## src/rtl/gic_pkg.sv

```systemverilog
package gic_pkg;
  // bits needed to hold a count of 0..n
  function automatic int cnt_bits(input int n);
    return (n < 1) ? 1 : $clog2(n + 1);
  endfunction
endpackage

```

## src/rtl/gic_timer.sv

```systemverilog
module gic_timer #(
  parameter int N = 6
) (
  input  logic clk,
  input  logic rst,
  input  logic start_i,
  input  logic armed_i,
  input  logic run_i,
  output logic expired_o
);
  localparam int CW = gic_pkg::cnt_bits(N);
  localparam logic [CW-1:0] LIMIT = CW'(N);

  logic [CW-1:0] cnt_q;

  always_ff @(posedge clk) begin
    if (rst)          cnt_q <= '0;
    else if (!run_i)  cnt_q <= '0;
    else if (start_i) cnt_q <= CW'(1);
    else              cnt_q <= cnt_q + CW'(1);
  end

  assign expired_o = armed_i & ~start_i & (cnt_q == LIMIT);
endmodule

```

## src/rtl/gic_guard.sv

```systemverilog
module gic_guard (
  input  logic clk,
  input  logic rst,
  input  logic start_i,
  input  logic offer_i,
  input  logic expired_i,
  output logic wait_q_o,
  output logic wait_d_o,
  output logic active_o,
  output logic in_go_o,
  output logic to_go_o
);
  logic wait_q;

  assign active_o = start_i | wait_q;
  assign in_go_o  = active_o & offer_i;
  assign to_go_o  = expired_i & ~offer_i;
  assign wait_d_o = active_o & ~offer_i & ~expired_i;
  assign wait_q_o = wait_q;

  always_ff @(posedge clk) begin
    if (rst) wait_q <= 1'b0;
    else     wait_q <= wait_d_o;
  end
endmodule

```

## src/rtl/gic_finish.sv

```systemverilog
module gic_finish #(
  parameter int NB = 2
) (
  input  logic          clk,
  input  logic          rst,
  input  logic [NB-1:0] done_i,
  output logic          finish_o
);
  always_ff @(posedge clk) begin
    if (rst) finish_o <= 1'b0;
    else     finish_o <= |done_i;
  end
endmodule

```

## src/rtl/gic_unit.sv

```systemverilog
module gic_unit #(
  parameter int N  = 6,
  parameter int DW = 8
) (
  input  logic          clk,
  input  logic          rst,
  input  logic          start_i,
  input  logic          offer_i,
  input  logic [DW-1:0] data_i,
  input  logic          in_done_i,
  input  logic          to_done_i,
  output logic          recv_rdy_o,
  output logic          in_go_o,
  output logic          to_go_o,
  output logic [DW-1:0] data_o,
  output logic          finish_o
);
  logic wait_q, wait_d, expired;

  gic_timer #(.N(N)) u_timer (
    .clk(clk), .rst(rst), .start_i(start_i), .armed_i(wait_q),
    .run_i(wait_d), .expired_o(expired)
  );

  gic_guard u_guard (
    .clk(clk), .rst(rst), .start_i(start_i), .offer_i(offer_i),
    .expired_i(expired), .wait_q_o(wait_q), .wait_d_o(wait_d),
    .active_o(recv_rdy_o), .in_go_o(in_go_o), .to_go_o(to_go_o)
  );

  gic_finish #(.NB(2)) u_fin (
    .clk(clk), .rst(rst), .done_i({to_done_i, in_done_i}),
    .finish_o(finish_o)
  );

  always_ff @(posedge clk) begin
    if (rst)          data_o <= '0;
    else if (in_go_o) data_o <= data_i;
  end
endmodule

```

## config.mk

```make
export PLATFORM = sky130hd
export DESIGN_NAME = gic_unit
export DESIGN_NICKNAME = d
export VERILOG_FILES = /design/src/rtl/gic_pkg.sv /design/src/rtl/gic_timer.sv /design/src/rtl/gic_guard.sv /design/src/rtl/gic_finish.sv /design/src/rtl/gic_unit.sv
export SDC_FILE = /design/constraint.sdc
export NUM_CORES = 1
export LEC_CHECK = 0
export ABC_AREA = 1
export ABC_CLOCK_PERIOD_IN_PS = 1000
export CAP_MARGIN = 20
export CORE_AREA = 2 2 39 41
export CTS_CLUSTER_DIAMETER = 120
export DETAILED_ROUTE_END_ITERATION = 10
export DIE_AREA = 0 0 41 43
export DONT_BUFFER_PORTS = 1
export PLACE_DENSITY = 0.63
export SYNTH_ARGS = -nofsm -noshare
export SYNTH_HDL_FRONTEND = slang
export SYNTH_SLANG_ARGS = --single-unit
```

## constraint.sdc

```tcl
create_clock -name clk -period 1 [get_ports clk]
set_input_delay 0.15 -clock clk [delete_from_list [all_inputs] [get_ports clk]]
set_output_delay 0.15 -clock clk [all_outputs]
set_load 0.03 [all_outputs]
```

==> qor.csv <==
metric;value;unit
status;finished, violations left;
violated checks;negative setup slack;
drt via density;4.54;
Initial Utilization;42.0;%
Clock Path Buffers;2;
ant diodes;0;
Mapped Nets;96;
clock root cell;clkbuf_4;
Die H;43;µm
Synth Area per Inst;7.27;µm²
placement row count;14;
max cap viols;0;
Clock Power Share;29.0;%
setup slack after layout;-0.327;ns
CTS H-Tree Depth;1;
leakage power figure;0.000414;µW
fin. max-slew vios;0;
DRT iter0 DRCs;6;
Yosys reg bits;13;
RSZ-0062 raised after global routing;true;
relative slew slack;78.4;%
grt total ovfl;0;
io pins;26;
final-layout fill cell count;134;
Area Growth Syn to Fin;45.2;%
synth top area cells;dfxtp_1, nor2_1, inv_1;
pin count of the biggest net entering global routing;12;
pre-CTS setup slack;-0.0523;ns
Synth Instances;80;
vias;545;
hold crit path type;in2reg;
Peak Freq;754;MHz
gpl congestion;0.726;
total core area;0.00138;mm²
Seq pwr share;50.9;%
Required @ worst endpoint;0.85;ns
Core Util, Final;61.0;%
first-pass GRT wire length;1810;µm
CTS Sinks;13;
WL/cell;10.6;µm
GRT Util Overall;16.3;%
share of cells above drive strength 1;37.5;%
Inserted Clock Buffers;3;
# port buffers;0;
top-area cell type share of the netlist area;44.7;%
DRC;0;
CP max-delay cell;dfxtp_2;
Fin. Hold Viols;0;
vias in the first global route;453;
combinational power share;20.1;%
# setup viols final;5;
clk_lat worst skew;0.28;ns
crit path capture type;output pin;
Sw Share;29.9;%
fin crit share;133;%
CP Launch Type;flop;
initial antenna violation count;0;
Die X-Extent;41;µm
placed insts;104;
Layout Cells excl Fill;120;
CTS tree;yes;
post-synthesis cell type count;13;
Slew @ Worst Pin;0.323;ns
nets;121;
YS warnings;0;
final hold slack;0.0132;ns
CP max stage delay;0.33;ns
DR pass1 iterations;4;
Routed Antenna Nets;0;
Switch Pwr;341;µW
Worst-path clk slew;0.08;ns
crit-path cells;inv_2 -> ha_4 -> nand4_1 -> nor2_4;
skew final;0.00467;ns
kind of critical path;reg2out;
P_int;802;µW
WL final;1270;µm
Power Density;1350;mW/mm²
Final Critical Period;1.33;ns
area leader, netlist;dfxtp_1;
total negative slack;-0.516;ns
WP data arrival;1.18;ns
post-DP HPWL;841;µm
mapped cell area;582;µm²
die footprint;0.00176;mm²
Seq/Total Area, Yosys;44.7;%
maximum vdd drop;0.000599;V
critical path fanouts, max;2;
## synthesized netlist by cell type, drive strengths merged
cell,number
dfxtp,13
xnor2,1
inv,14
nand2,12
buf,1
ha,2
nand3,8
nor2,27
nand4,2
## repair_timing
item,in CTS,in global routing
buffers inserted,6,4
hold buffers,3,0
cloned,1,0
resized for setup,8,4
setup endpoints to repair,3,8
hold endpoints to repair,1,0
pin swaps,3,3
## critical path: cells and delay by family (launching register included)
kind                     cells  cell delay (ns)
flip-flops                   1             0.33
adder cells (fa/ha/maj)      1             0.12
AND/OR/NAND/NOR              2             0.38
buffers and inverters        1             0.06
## power by group through the flow
stage | logic [µW] | clock network, µW | registers, µW
floorplan | 106 | 0 | 628
global placement | 181 | 0 | 594
detailed placement | 184 | 0 | 595
CTS | 215 | 346 | 582
global route | 251 | 355 | 586
finish | 229 | 331 | 582
## registers in the layout, indices dropped and copies added (netlist names)
register and flops:
data_o 8, u_timer.cnt_q 3, u_fin.finish_o 1, u_guard.wait_q_o 1
## path summary, 6_finish.rpt
kind | endpoint | slack, ns | cells after the start | start
setup reg to reg | u_timer.cnt_q[0]$_SDFF_PP0_ | -0.04 | 6 | u_timer.cnt_q[0]$_SDFF_PP0_
hold / removal | u_timer.cnt_q[0]$_SDFF_PP0_ | 0.01 | 2 | start_i
setup / recovery | to_go_o | -0.33 | 4 | u_timer.cnt_q[0]$_SDFF_PP0_
hold reg to reg | data_o[3]$_SDFFE_PP0P_ | 0.49 | 2 | data_o[3]$_SDFFE_PP0P_
## cells by family (layout without fill, tap and decap cells)
logic type               count (synthesis)  count (layout)  share of synthesized area [%]
AND/OR/NAND/NOR                         49              50                           39.1
adder cells (fa/ha/maj)                  2               2                           4.30
buffers and inverters                   15              38                           10.3
XOR/XNOR                                 1               1                           1.51
flip-flops                              13              13                           44.7
## cells in the final DEF, fill, tap and decap left out, types with 2 or more instances in the layout
cell type | netlist | final
dlygate4sd3_1 | 0 | 3
dfxtp_1 | 13 | 10
nor2_4 | 0 | 3
nand4_1 | 2 | 2
inv_2 | 2 | 5
clkbuf_4 | 0 | 3
buf_4 | 1 | 16
nor2_2 | 2 | 2
dfxtp_2 | 0 | 2
nand3_1 | 8 | 8
nand2_1 | 11 | 10
nor2_1 | 24 | 22
inv_1 | 12 | 9
nand2_4 | 1 | 2
## final cells by class
class                      instances  area, µm²  area share, %
tap                               16       20.0           2.37
timing repair buffer              20        161           19.1
clock buffer                       4       26.3           3.11
sequential                        13        267           31.6
multi-input combinational         53        318           37.6
inverter                          14       52.6           6.22
## stage by stage
step	power [µW]	instance area, µm²
after detailed placement	779	684
after global routing	1190	845
final	1140	845
after global placement	774	684
after CTS	1140	821
after floorplan	735	604
## metal layers
| layer | track usage [%] | routed length, µm | vias up |
|---|---|---|---|
| met5 | 0 | 0 | - |
| met4 | 14.0 | 39 | 0 |
| met3 | 3.14 | 56 | 5 |
| met2 | 25.6 | 670 | 15 |
| met1 | 17.0 | 502 | 236 |
| li1 | - | - | 289 |
Note: power is estimated with default switching activity, not from simulation.
